`src/rtl/lrr_pkg.sv`:
```
package lrr_pkg;
  localparam int DRP_AW = 9;
  localparam int DRP_DW = 16;
  localparam int N_CH   = 3;
  localparam int N_CM   = 10;
  localparam int N_ENT  = N_CH + N_CM;
  localparam int IDX_W  = $clog2(N_ENT);
  localparam int RATE_W = 3;

  typedef enum logic [1:0] {RATE_2G0, RATE_2G5, RATE_3G1, RATE_5G0} rate_e;

  typedef struct packed {
    logic              cm;
    logic [DRP_AW-1:0] addr;
    logic [DRP_DW-1:0] val;
    logic [DRP_DW-1:0] keep;
    logic [DRP_DW-1:0] zero;
  } entry_t;

  function automatic logic [DRP_DW-1:0] pick3(logic [1:0] s, logic [DRP_DW-1:0] a,
                                              logic [DRP_DW-1:0] b, logic [DRP_DW-1:0] c);
    case (s)
      2'd0:    return a;
      2'd2:    return c;
      default: return b;
    endcase
  endfunction

  function automatic entry_t lookup(rate_e r, logic [IDX_W-1:0] idx);
    entry_t e;
    logic [1:0] s;
    e = '0;
    s = (r == RATE_5G0) ? 2'd1 : 2'(r);  // 5.0 reuses 2.5 clock-manager set
    case (idx)
      4'd0:  begin e.addr = 9'h05E; e.val = (r == RATE_2G0) ? 16'h1002 : 16'h1082; end
      4'd1:  begin e.addr = 9'h088; e.val = (r == RATE_5G0) ? 16'h0000 : 16'h0011; end
      4'd2:  begin e.addr = 9'h0A9; e.val = (r == RATE_5G0) ? 16'h1040 : 16'h1020; end
      4'd3:  begin e.cm = 1'b1; e.addr = 9'h008; e.keep = 16'h1000;
                   e.val = pick3(s, 16'h1187, 16'h1042, 16'h1104); end
      4'd4:  begin e.cm = 1'b1; e.addr = 9'h009; e.zero = 16'h0300;
                   e.val = pick3(s, 16'h0080, 16'h0080, 16'h0000); end
      4'd5:  begin e.cm = 1'b1; e.addr = 9'h014; e.keep = 16'h1000;
                   e.val = pick3(s, 16'h134D, 16'h10C3, 16'h1083); end
      4'd6:  begin e.cm = 1'b1; e.addr = 9'h015; e.keep = 16'h8000; e.zero = 16'h0300;
                   e.val = pick3(s, 16'h0000, 16'h0000, 16'h0080); end
      4'd7:  begin e.cm = 1'b1; e.addr = 9'h016; e.keep = 16'hC000;
                   e.val = pick3(s, 16'h2083, 16'h0041, 16'h1041); end
      4'd8:  begin e.cm = 1'b1; e.addr = 9'h018; e.keep = 16'hFC00;
                   e.val = pick3(s, 16'h0177, 16'h03E8, 16'h03E8); end
      4'd9:  begin e.cm = 1'b1; e.addr = 9'h019; e.keep = 16'h8000;
                   e.val = pick3(s, 16'h7C01, 16'h4401, 16'h3801); end
      4'd10: begin e.cm = 1'b1; e.addr = 9'h01A; e.keep = 16'h8000;
                   e.val = pick3(s, 16'hFFE9, 16'hC7E9, 16'hBBE9); end
      4'd11: begin e.cm = 1'b1; e.addr = 9'h04E; e.keep = 16'h66FF;
                   e.val = pick3(s, 16'h0908, 16'h9808, 16'h9108); end
      4'd12: begin e.cm = 1'b1; e.addr = 9'h04F; e.keep = 16'h666F;
                   e.val = pick3(s, 16'h1000, 16'h8900, 16'h1900); end
      default: ;
    endcase
    return e;
  endfunction
endpackage

```
`src/rtl/lrr_rate_table.sv`:
```
module lrr_rate_table
  import lrr_pkg::*;
(
  input  rate_e            rate_i,
  input  logic [IDX_W-1:0] idx_i,
  output entry_t           entry_o
);
  always_comb entry_o = lookup(rate_i, idx_i);
endmodule

```
`src/rtl/lrr_drp_access.sv`:
```
module lrr_drp_access
  import lrr_pkg::*;
#(
  parameter int AW = DRP_AW,
  parameter int DW = DRP_DW
) (
  input  logic          clk_i,
  input  logic          rst_ni,
  input  logic          go_i,
  input  entry_t        entry_i,
  output logic          done_o,
  output logic          drp_en_o,
  output logic          drp_we_o,
  output logic          drp_tgt_o,
  output logic [AW-1:0] drp_addr_o,
  output logic [DW-1:0] drp_di_o,
  input  logic [DW-1:0] drp_do_i,
  input  logic          drp_rdy_i
);
  typedef enum logic [2:0] {E_IDLE, E_RD, E_RDW, E_WR, E_WRW} est_e;
  est_e          st_q;
  entry_t        req_q;
  logic [DW-1:0] rd_q;

  always_ff @(posedge clk_i or negedge rst_ni) begin
    if (!rst_ni) begin
      st_q  <= E_IDLE;
      req_q <= '0;
      rd_q  <= '0;
    end else begin
      case (st_q)
        E_IDLE: if (go_i) begin
          req_q <= entry_i;
          rd_q  <= '0;
          st_q  <= entry_i.cm ? E_RD : E_WR;
        end
        E_RD:  st_q <= E_RDW;
        E_RDW: if (drp_rdy_i) begin
          rd_q <= drp_do_i;
          st_q <= E_WR;
        end
        E_WR:  st_q <= E_WRW;
        E_WRW: if (drp_rdy_i) st_q <= E_IDLE;
        default: st_q <= E_IDLE;
      endcase
    end
  end

  assign drp_en_o   = (st_q == E_RD) || (st_q == E_WR);
  assign drp_we_o   = (st_q == E_WR);
  assign drp_tgt_o  = req_q.cm;
  assign drp_addr_o = req_q.addr;
  assign drp_di_o   = ((rd_q & req_q.keep) | (req_q.val & ~req_q.keep)) & ~req_q.zero;
  assign done_o     = (st_q == E_WRW) && drp_rdy_i;

  a_r8_single_strobe: assert property (@(posedge clk_i) disable iff (!rst_ni)
    drp_en_o |=> !drp_en_o);
  a_r4_write_after_ready: assert property (@(posedge clk_i) disable iff (!rst_ni)
    (drp_en_o && drp_we_o && drp_tgt_o) |-> $past(drp_rdy_i));
  a_r6_zero_field: assert property (@(posedge clk_i) disable iff (!rst_ni)
    (drp_en_o && drp_we_o && drp_tgt_o && (drp_addr_o == 9'h009 || drp_addr_o == 9'h015))
    |-> (drp_di_o[9:8] == 2'b00));
endmodule

```
`src/rtl/lrr_seq_ctrl.sv`:
```
module lrr_seq_ctrl
  import lrr_pkg::*;
(
  input  logic              clk_i,
  input  logic              rst_ni,
  input  logic              start_i,
  input  logic [RATE_W-1:0] rate_sel_i,
  input  logic              eng_done_i,
  input  logic              cm_locked_i,
  output logic              go_o,
  output logic [IDX_W-1:0]  idx_o,
  output rate_e             rate_o,
  output logic              cm_rst_o,
  output logic              busy_o,
  output logic              done_o,
  output logic              err_o
);
  localparam logic [IDX_W-1:0] LAST_IDX = IDX_W'(N_ENT - 1);
  localparam logic [IDX_W-1:0] LAST_CH  = IDX_W'(N_CH - 1);

  typedef enum logic [1:0] {S_IDLE, S_ISSUE, S_WAIT, S_LOCK} sst_e;
  sst_e st_q;

  always_ff @(posedge clk_i or negedge rst_ni) begin
    if (!rst_ni) begin
      st_q     <= S_IDLE;
      idx_o    <= '0;
      rate_o   <= RATE_2G0;
      cm_rst_o <= 1'b0;
      done_o   <= 1'b0;
      err_o    <= 1'b0;
    end else begin
      case (st_q)
        S_IDLE: if (start_i) begin
          done_o <= 1'b0;
          if (rate_sel_i < RATE_W'(4)) begin
            rate_o <= rate_e'(rate_sel_i[1:0]);
            idx_o  <= '0;
            err_o  <= 1'b0;
            st_q   <= S_ISSUE;
          end else begin
            err_o  <= 1'b1;
          end
        end
        S_ISSUE: st_q <= S_WAIT;
        S_WAIT: if (eng_done_i) begin
          if (idx_o == LAST_IDX) begin
            cm_rst_o <= 1'b0;
            st_q     <= S_LOCK;
          end else begin
            if (idx_o == LAST_CH) cm_rst_o <= 1'b1;
            idx_o <= idx_o + 1'b1;
            st_q  <= S_ISSUE;
          end
        end
        S_LOCK: if (cm_locked_i) begin
          done_o <= 1'b1;
          st_q   <= S_IDLE;
        end
        default: st_q <= S_IDLE;
      endcase
    end
  end

  assign go_o   = (st_q == S_ISSUE);
  assign busy_o = (st_q != S_IDLE);

  a_r10_done_after_lock: assert property (@(posedge clk_i) disable iff (!rst_ni)
    $rose(done_o) |-> ($past(cm_locked_i) && !cm_rst_o));
  a_r12_err_idle: assert property (@(posedge clk_i) disable iff (!rst_ni)
    err_o |-> !busy_o);
  a_r11_rate_held: assert property (@(posedge clk_i) disable iff (!rst_ni)
    (busy_o && start_i) |=> $stable(rate_o));
endmodule

```
`src/rtl/lrr_seq_top.sv`:
```
module lrr_seq_top
  import lrr_pkg::*;
(
  input  logic              clk_i,
  input  logic              rst_ni,
  input  logic              start_i,
  input  logic [RATE_W-1:0] rate_sel_i,
  output logic              drp_en_o,
  output logic              drp_we_o,
  output logic              drp_tgt_o,
  output logic [DRP_AW-1:0] drp_addr_o,
  output logic [DRP_DW-1:0] drp_di_o,
  input  logic [DRP_DW-1:0] drp_do_i,
  input  logic              drp_rdy_i,
  output logic              cm_rst_o,
  input  logic              cm_locked_i,
  output logic              busy_o,
  output logic              done_o,
  output logic              err_o
);
  logic             go, eng_done;
  logic [IDX_W-1:0] idx;
  rate_e            rate;
  entry_t           entry;

  lrr_seq_ctrl i_ctrl (
    .clk_i, .rst_ni, .start_i, .rate_sel_i,
    .eng_done_i (eng_done),
    .cm_locked_i,
    .go_o       (go),
    .idx_o      (idx),
    .rate_o     (rate),
    .cm_rst_o, .busy_o, .done_o, .err_o
  );

  lrr_rate_table i_table (
    .rate_i  (rate),
    .idx_i   (idx),
    .entry_o (entry)
  );

  lrr_drp_access i_drp (
    .clk_i, .rst_ni,
    .go_i    (go),
    .entry_i (entry),
    .done_o  (eng_done),
    .drp_en_o, .drp_we_o, .drp_tgt_o, .drp_addr_o, .drp_di_o,
    .drp_do_i, .drp_rdy_i
  );

  a_r9_cm_in_reset: assert property (@(posedge clk_i) disable iff (!rst_ni)
    (drp_en_o && drp_tgt_o) |-> cm_rst_o);
  a_r12_no_access_on_err: assert property (@(posedge clk_i) disable iff (!rst_ni)
    err_o |-> !drp_en_o);
endmodule

```
`config.mk`:
```
export PLATFORM = sky130hd
export DESIGN_NAME = lrr_seq_top
export DESIGN_NICKNAME = d
export VERILOG_FILES = /design/src/rtl/lrr_pkg.sv /design/src/rtl/lrr_rate_table.sv /design/src/rtl/lrr_drp_access.sv /design/src/rtl/lrr_seq_ctrl.sv /design/src/rtl/lrr_seq_top.sv
export SDC_FILE = /design/constraint.sdc
export NUM_CORES = 1
export LEC_CHECK = 0
export ABC_AREA = 1
export BUFFER_PORTS_ARGS = -buffer_cell sky130_fd_sc_hd__buf_2
export CORE_AREA = 2 2 120 122
export CTS_CLUSTER_DIAMETER = 40
export CTS_CLUSTER_SIZE = 8
export DETAILED_ROUTE_END_ITERATION = 16
export DIE_AREA = 0 0 122 124
export REMOVE_ABC_BUFFERS = 1
export SYNTH_ARGS = -nofsm -noshare
export SYNTH_HDL_FRONTEND = slang
export SYNTH_HIERARCHICAL = 1
export SYNTH_SLANG_ARGS = --single-unit
export TNS_END_PERCENT = 5
```
`constraint.sdc`:
```
create_clock -name clk_i -period 3.85 [get_ports clk_i]
set_input_delay 0.77 -clock clk_i [delete_from_list [all_inputs] [get_ports clk_i]]
set_output_delay 0.77 -clock clk_i [all_outputs]
set_load 0.005 [all_outputs]
```
After elaboration in Yosys (flattened, before gate mapping) --
Cells that the tools add are included.
Word-level totals: bits in registers 88, input bits 24, output and inout port bits 32
Operators by class: $add $sub $neg 1, $lt $le $gt $ge 1, equality and inequality tests 29, muxes and demuxes 43, bitwise gates (word level) 6, reductions and logical operators 25
Operators with widths (number):
- $pmux W24 S13 | 1
- $pmux W16 S2 | 3
- $pmux W16 S6 | 1
- $pmux W15 S2 | 2
- $and A16 B16 Y16 | 3
- $mux W16 | 2
- $not A16 Y16 | 2
- $pmux W14 S2 | 1
- $mux W8 | 3
- $eq A4 B4 Y1 const B | 5
- $mux W10 | 2
- $pmux W10 S2 | 1
- $pmux W9 S2 | 1
- $eq A4 B3 Y1 const B | 4
- $mux W4 | 4
- $or A16 B16 Y16 | 1
- $pmux W3 S5 | 1
- $reduce_and A3 Y1 | 5
- $mux W2 | 7
- $ne A2 B2 Y1 const B | 7
- $reduce_bool A2 Y1 | 5
- $reduce_or A10 Y1 | 1
- $mux W3 | 3
- $eq A2 B2 Y1 const B | 4
- other kinds (25) | 36

Depth between registers and ports, before layout --
depth after elaboration 6, gate-level depth with buffers 9

Cells and area by module --
The synthesis kept the hierarchy.
Modules (own cells, without submodules):
- lrr_drp_access | instances 1, cells an instance 379, area an instance 3365.7 um2, seq. area each 1926.8 um2
- lrr_rate_table | instances 1, cells an instance 152, area an instance 733.2 um2, seq. area each 0.0 um2
- lrr_seq_ctrl | instances 1, cells an instance 81, area an instance 639.4 um2, seq. area each 275.3 um2

Worst setup path before layout --
OpenSTA, ideal clock, no wires.
path kind input-to-reg, start point input port drp_rdy_i, end point register i_ctrl.idx_o[0], setup time 0.121 ns, arrival 1.636 ns, data required time 3.729 ns, setup slack 2.093 ns, stages on the path 7, path through inv_1 nor4_1 inv_1 nand3_1 nand3_4 o21bai_1 nand2_1
On the way: cells in the longest elaborated chain, start to end 3
Ends and longest elaborated chain:
- from (decl) | RTL line lrr_seq_top.sv:14 | input logic drp_rdy_i,
- $logic_and A1 B1 Y1 | RTL line lrr_drp_access.sv:54 | assign done_o = (st_q == E_WRW) && drp_rdy_i;
- named net eng_done | RTL line lrr_seq_top.sv:21 | logic go, eng_done;
- $ne A2 B2 Y1 (no source line)
- $reduce_and A5 Y1 (no source line)
- to (signal assigned) | RTL line lrr_seq_ctrl.sv:52 | idx_o <= idx_o + 1'b1;
- to (decl) | RTL line lrr_seq_ctrl.sv:11 | output logic [IDX_W-1:0] idx_o,
The timed path passes the listed nets, and every way through them passes these cells. A chain may end at the register's enable or synchronous reset.

Worst setup path after layout --
start point register i_ctrl.st_q[1], end point register i_drp/req_q[27] in the netlist's numbering
On the way: cells in the longest elaborated chain, start to end 2
Ends and longest elaborated chain:
- from (decl) | RTL line lrr_seq_ctrl.sv:22 | sst_e st_q;
- from (signal assigned) | RTL line lrr_seq_ctrl.sv:26 | st_q <= S_IDLE;
- from (signal assigned) | RTL line lrr_seq_ctrl.sv:40 | st_q <= S_ISSUE;
- from (signal assigned) | RTL line lrr_seq_ctrl.sv:45 | S_ISSUE: st_q <= S_WAIT;
- $eq A2 B1 Y1 | RTL line lrr_seq_ctrl.sv:65 | assign go_o = (st_q == S_ISSUE);
- named net go | RTL line lrr_seq_top.sv:21
- $reduce_and A2 Y1 (no source line)
- to (signal assigned) | RTL line lrr_drp_access.sv:33 | req_q <= entry_i;
- to (decl) | RTL line lrr_drp_access.sv:22 | entry_t req_q;
The timed path passes the listed nets, and every way through them passes these cells.

==> results.py <==
metrics = {
    "run_status": {
        "status": "completed",
    },
    "logic_synthesis": {
        "yosysMostFrequentCell": "nand2_1",
        "synth_seq_cells": 88,
        "synthesis.area_um2": 4740,
        "synth_ff_type": "dfrtp_1",
        "ys_async_sr_fraction": 1.00,
        "avgSynthCellArea_um2": 7.74,
        "yosys_warnings": 6,
        "synthTopCellsByArea": "dfrtp_1, nand2_1, inv_1",
        "ys_top_cells_by_count": "nand2_1, inv_1, dfrtp_1",
        "synth_edf_count": 0,
        "synth_top_area_frac": 0.465,
        "synth.distinct_cells": 29,
        "ys_seq_area_frac": 0.465,
        "yosysTopAreaCell": "dfrtp_1",
        "syn_inst": 612,
    },
    "placed_design": {
        "io_buffers": 55,
        "post-place-ws_ns": 1.58,
        "place_inst": 813,
        "gp_congestion": 0.823,
        "place.detailed.hpwl_um": 6980,
        "placed_area_um2": 4930,
    },
    "setup_path": {
        "cp.arrival_ns": 2.47,
        "crit_type": "reg2reg",
        "start_kind": "flip-flop",
        "crit_chain": "nor2_1 > nand3_4 > o21ai_0",
        "endpoint_kind": "flip-flop",
        "crit_fanout": 116,
        "slowest_stage": "nand3_4",
        "crit_family": "simple AND/OR/NAND/NOR gates",
        "worst-path-buf-inv": 0,
        "cpPeakStageDelay_ns": 0.80,
        "crit_required_ns": 4.07,
    },
    "timing": {
        "setup_violations": 0,
        "finClkSkew_ns": 0.00489,
        "post-route-min-period_ns": 2.25,
        "fin_crit_sh": 0.586,
        "fmax_mhz": 443,
        "report.final.slew_viol_count": 0,
        "worst_hold_slack_ns": 0.472,
        "slew-limit-headroom": 0.257,
        "tns_ns": 0,
        "hold_viol": 0,
        "worst_slew_pin_slew_ns": 1.12,
        "rsz0062_at_grt": "no",
        "finalWorstSetupSlack_ns": 1.60,
    },
    "die": {
        "fp-row-count": 43,
        "die_h_um": 124,
        "io_pins": 56,
        "initial_core_util": 0.345,
        "coreArea_um2": 13700,
        "die_area_um2": 15100,
        "die_w_um": 122,
    },
    "layout": {
        "layout.nets": 671,
        "drive_gt1_frac": 0.131,
        "stdcell_count": 829,
        "utilization": 0.381,
        "final_cell_area_um2": 5220,
        "diodes": 0,
        "syn2layout_area_growth_pct": 10.2,
    },
    "power_and_ir_drop": {
        "vdd_drop_max_uv": 345,
        "cellPowerDensity_nw_per_um2": 684,
        "p_leak_nw": 2.71,
        "totalPowerFinal_mw": 3.57,
    },
    "flow_run": {
        "cap_violations": 0,
    },
    "worst_hold_path": {
        "min_path_type": "reg2reg",
    },
    "clock_tree": {
        "clk_path_buf_depth": 2,
        "cts_tree": "done",
        "hold_buffers": 0,
        "htreeDepth": 3,
        "cts-root-buf": "clkbuf_16",
        "clk_pin_slew_ns": 0.06,
        "cts_setup_buffers": 0,
        "cts_num_sinks": 88,
        "cts_resized": 0,
        "cts_made_buffers": 9,
        "insertion_delay_ns": 0.34,
    },
    "route": {
        "ant_nets": 0,
        "vias": 3663,
        "drt-vias-per-instance": 4.42,
        "drc": 0,
        "dr.pass1.iters": 4,
        "drt-initial-drc-count": 259,
        "wl_per_cell_um": 12.1,
        "wl_um": 10000,
    },
    "global_route": {
        "overflow": 0,
        "grt_util_all_layers": 0.144,
        "grt_max_degree": 117,
        "grt_pass1_vias": 3553,
        "antenna_found_initial": 0,
        "grt_pass1_wl_um": 16800,
    },
}
==> layout make-up <==
class / count / area, um2
Fill cell: 1472 / 8500
Sequential cell: 88 / 2200
Multi-Input combinational cell: 390 / 1850
Inverter: 100 / 375
Timing Repair Buffer: 55 / 278
Clock buffer: 10 / 229
Tap cell: 180 / 225
Clock inverter: 6 / 60.1
==> path summary, 6_finish.rpt <==
kind	depth (start not counted)	from	to	slack [ns]
setup / recovery	3	i_ctrl/st_q[1]$_DFFE_PN0P_	i_drp/req_q[27]$_DFFE_PN0P_	1.60
hold / removal	2	i_drp/rd_q[4]$_DFFE_PN0P_	i_drp/rd_q[4]$_DFFE_PN0P_	0.47
setup reg to reg	3	i_ctrl/st_q[1]$_DFFE_PN0P_	i_drp/req_q[27]$_DFFE_PN0P_	1.60
hold reg to reg	2	i_drp/rd_q[4]$_DFFE_PN0P_	i_drp/rd_q[4]$_DFFE_PN0P_	0.47
max in group asynchronous	1	rst_ni	i_ctrl/rate_o[0]$_DFFE_PN0P_	2.50
min in group asynchronous	1	rst_ni	i_drp/rd_q[10]$_DFFE_PN0P_	0.63
==> flip-flops by register name (all words and copies together) (netlist names) <==
name and flops:
i_drp/rd_q 16, i_ctrl/rate_o 2, i_ctrl/cm_rst_o 1, i_ctrl/err_o 1, i_ctrl/done_o 1, i_ctrl/idx_o 4
i_drp/drp_tgt_o 1, i_drp/req_q 48, i_drp/drp_addr_o 9, i_ctrl/st_q 2, i_drp/st_q 3
==> cells in the final DEF (no fill, tap or decap), types with 2 or more instances in the layout <==
| cell | synthesis | final |
|---|---|---|
| nand3_4 | 2 | 2 |
| nor3_1 | 2 | 2 |
| conb_1 | 1 | 16 |
| clkinvlp_4 | 0 | 2 |
| buf_2 | 1 | 54 |
| mux2i_1 | 16 | 16 |
| dfrtp_1 | 88 | 88 |
| nand2_2 | 3 | 3 |
| o21ai_1 | 40 | 40 |
| nand3_1 | 33 | 33 |
| nor2_1 | 49 | 49 |
| ha_1 | 3 | 3 |
| o211ai_1 | 2 | 2 |
| o21ai_0 | 24 | 24 |
| inv_2 | 2 | 2 |
| nor2_4 | 6 | 6 |
| clkbuf_16 | 0 | 9 |
| nand2_1 | 180 | 180 |
| clkinv_2 | 0 | 3 |
| inv_1 | 98 | 98 |
| o21bai_1 | 6 | 6 |
==> worst reg2reg max path: stages (launching register included) <==
cell	delay [ns]
dfrtp_1	0.44
nor2_1	0.28
nand3_4	0.80
o21ai_0	0.61
==> power by group <==
part           internal [mW]  total (mW)  switching [mW]  leakage [nW]
registers               1.26        1.49           0.238          1.15
clock network          0.499       0.855           0.356         0.138
logic                  0.445        1.22           0.778          1.42
total                   2.20        3.57            1.37          2.71
==> kinds of logic after synthesis <==
kind of cell,synth area share
adder cells (fa/ha/maj),0.00792
buffers and inverters,0.156
other,0.000791
multiplexers,0.0338
AND/OR/NAND/NOR,0.250
AO/OA/AOI/OAI,0.0845
XOR/XNOR,0.00185
flip-flops,0.465
==> routing by layer <==
metal  routed length (um)  vias to the layer above  track usage
met3                  383                       10       0.0421
met2                 4710                       45        0.234
met4                  157                        0       0.0539
met5                    0                        -            0
li1                     -                     1906            -
met1                 4780                     1702        0.180
Power figures use the tool's default switching activity.
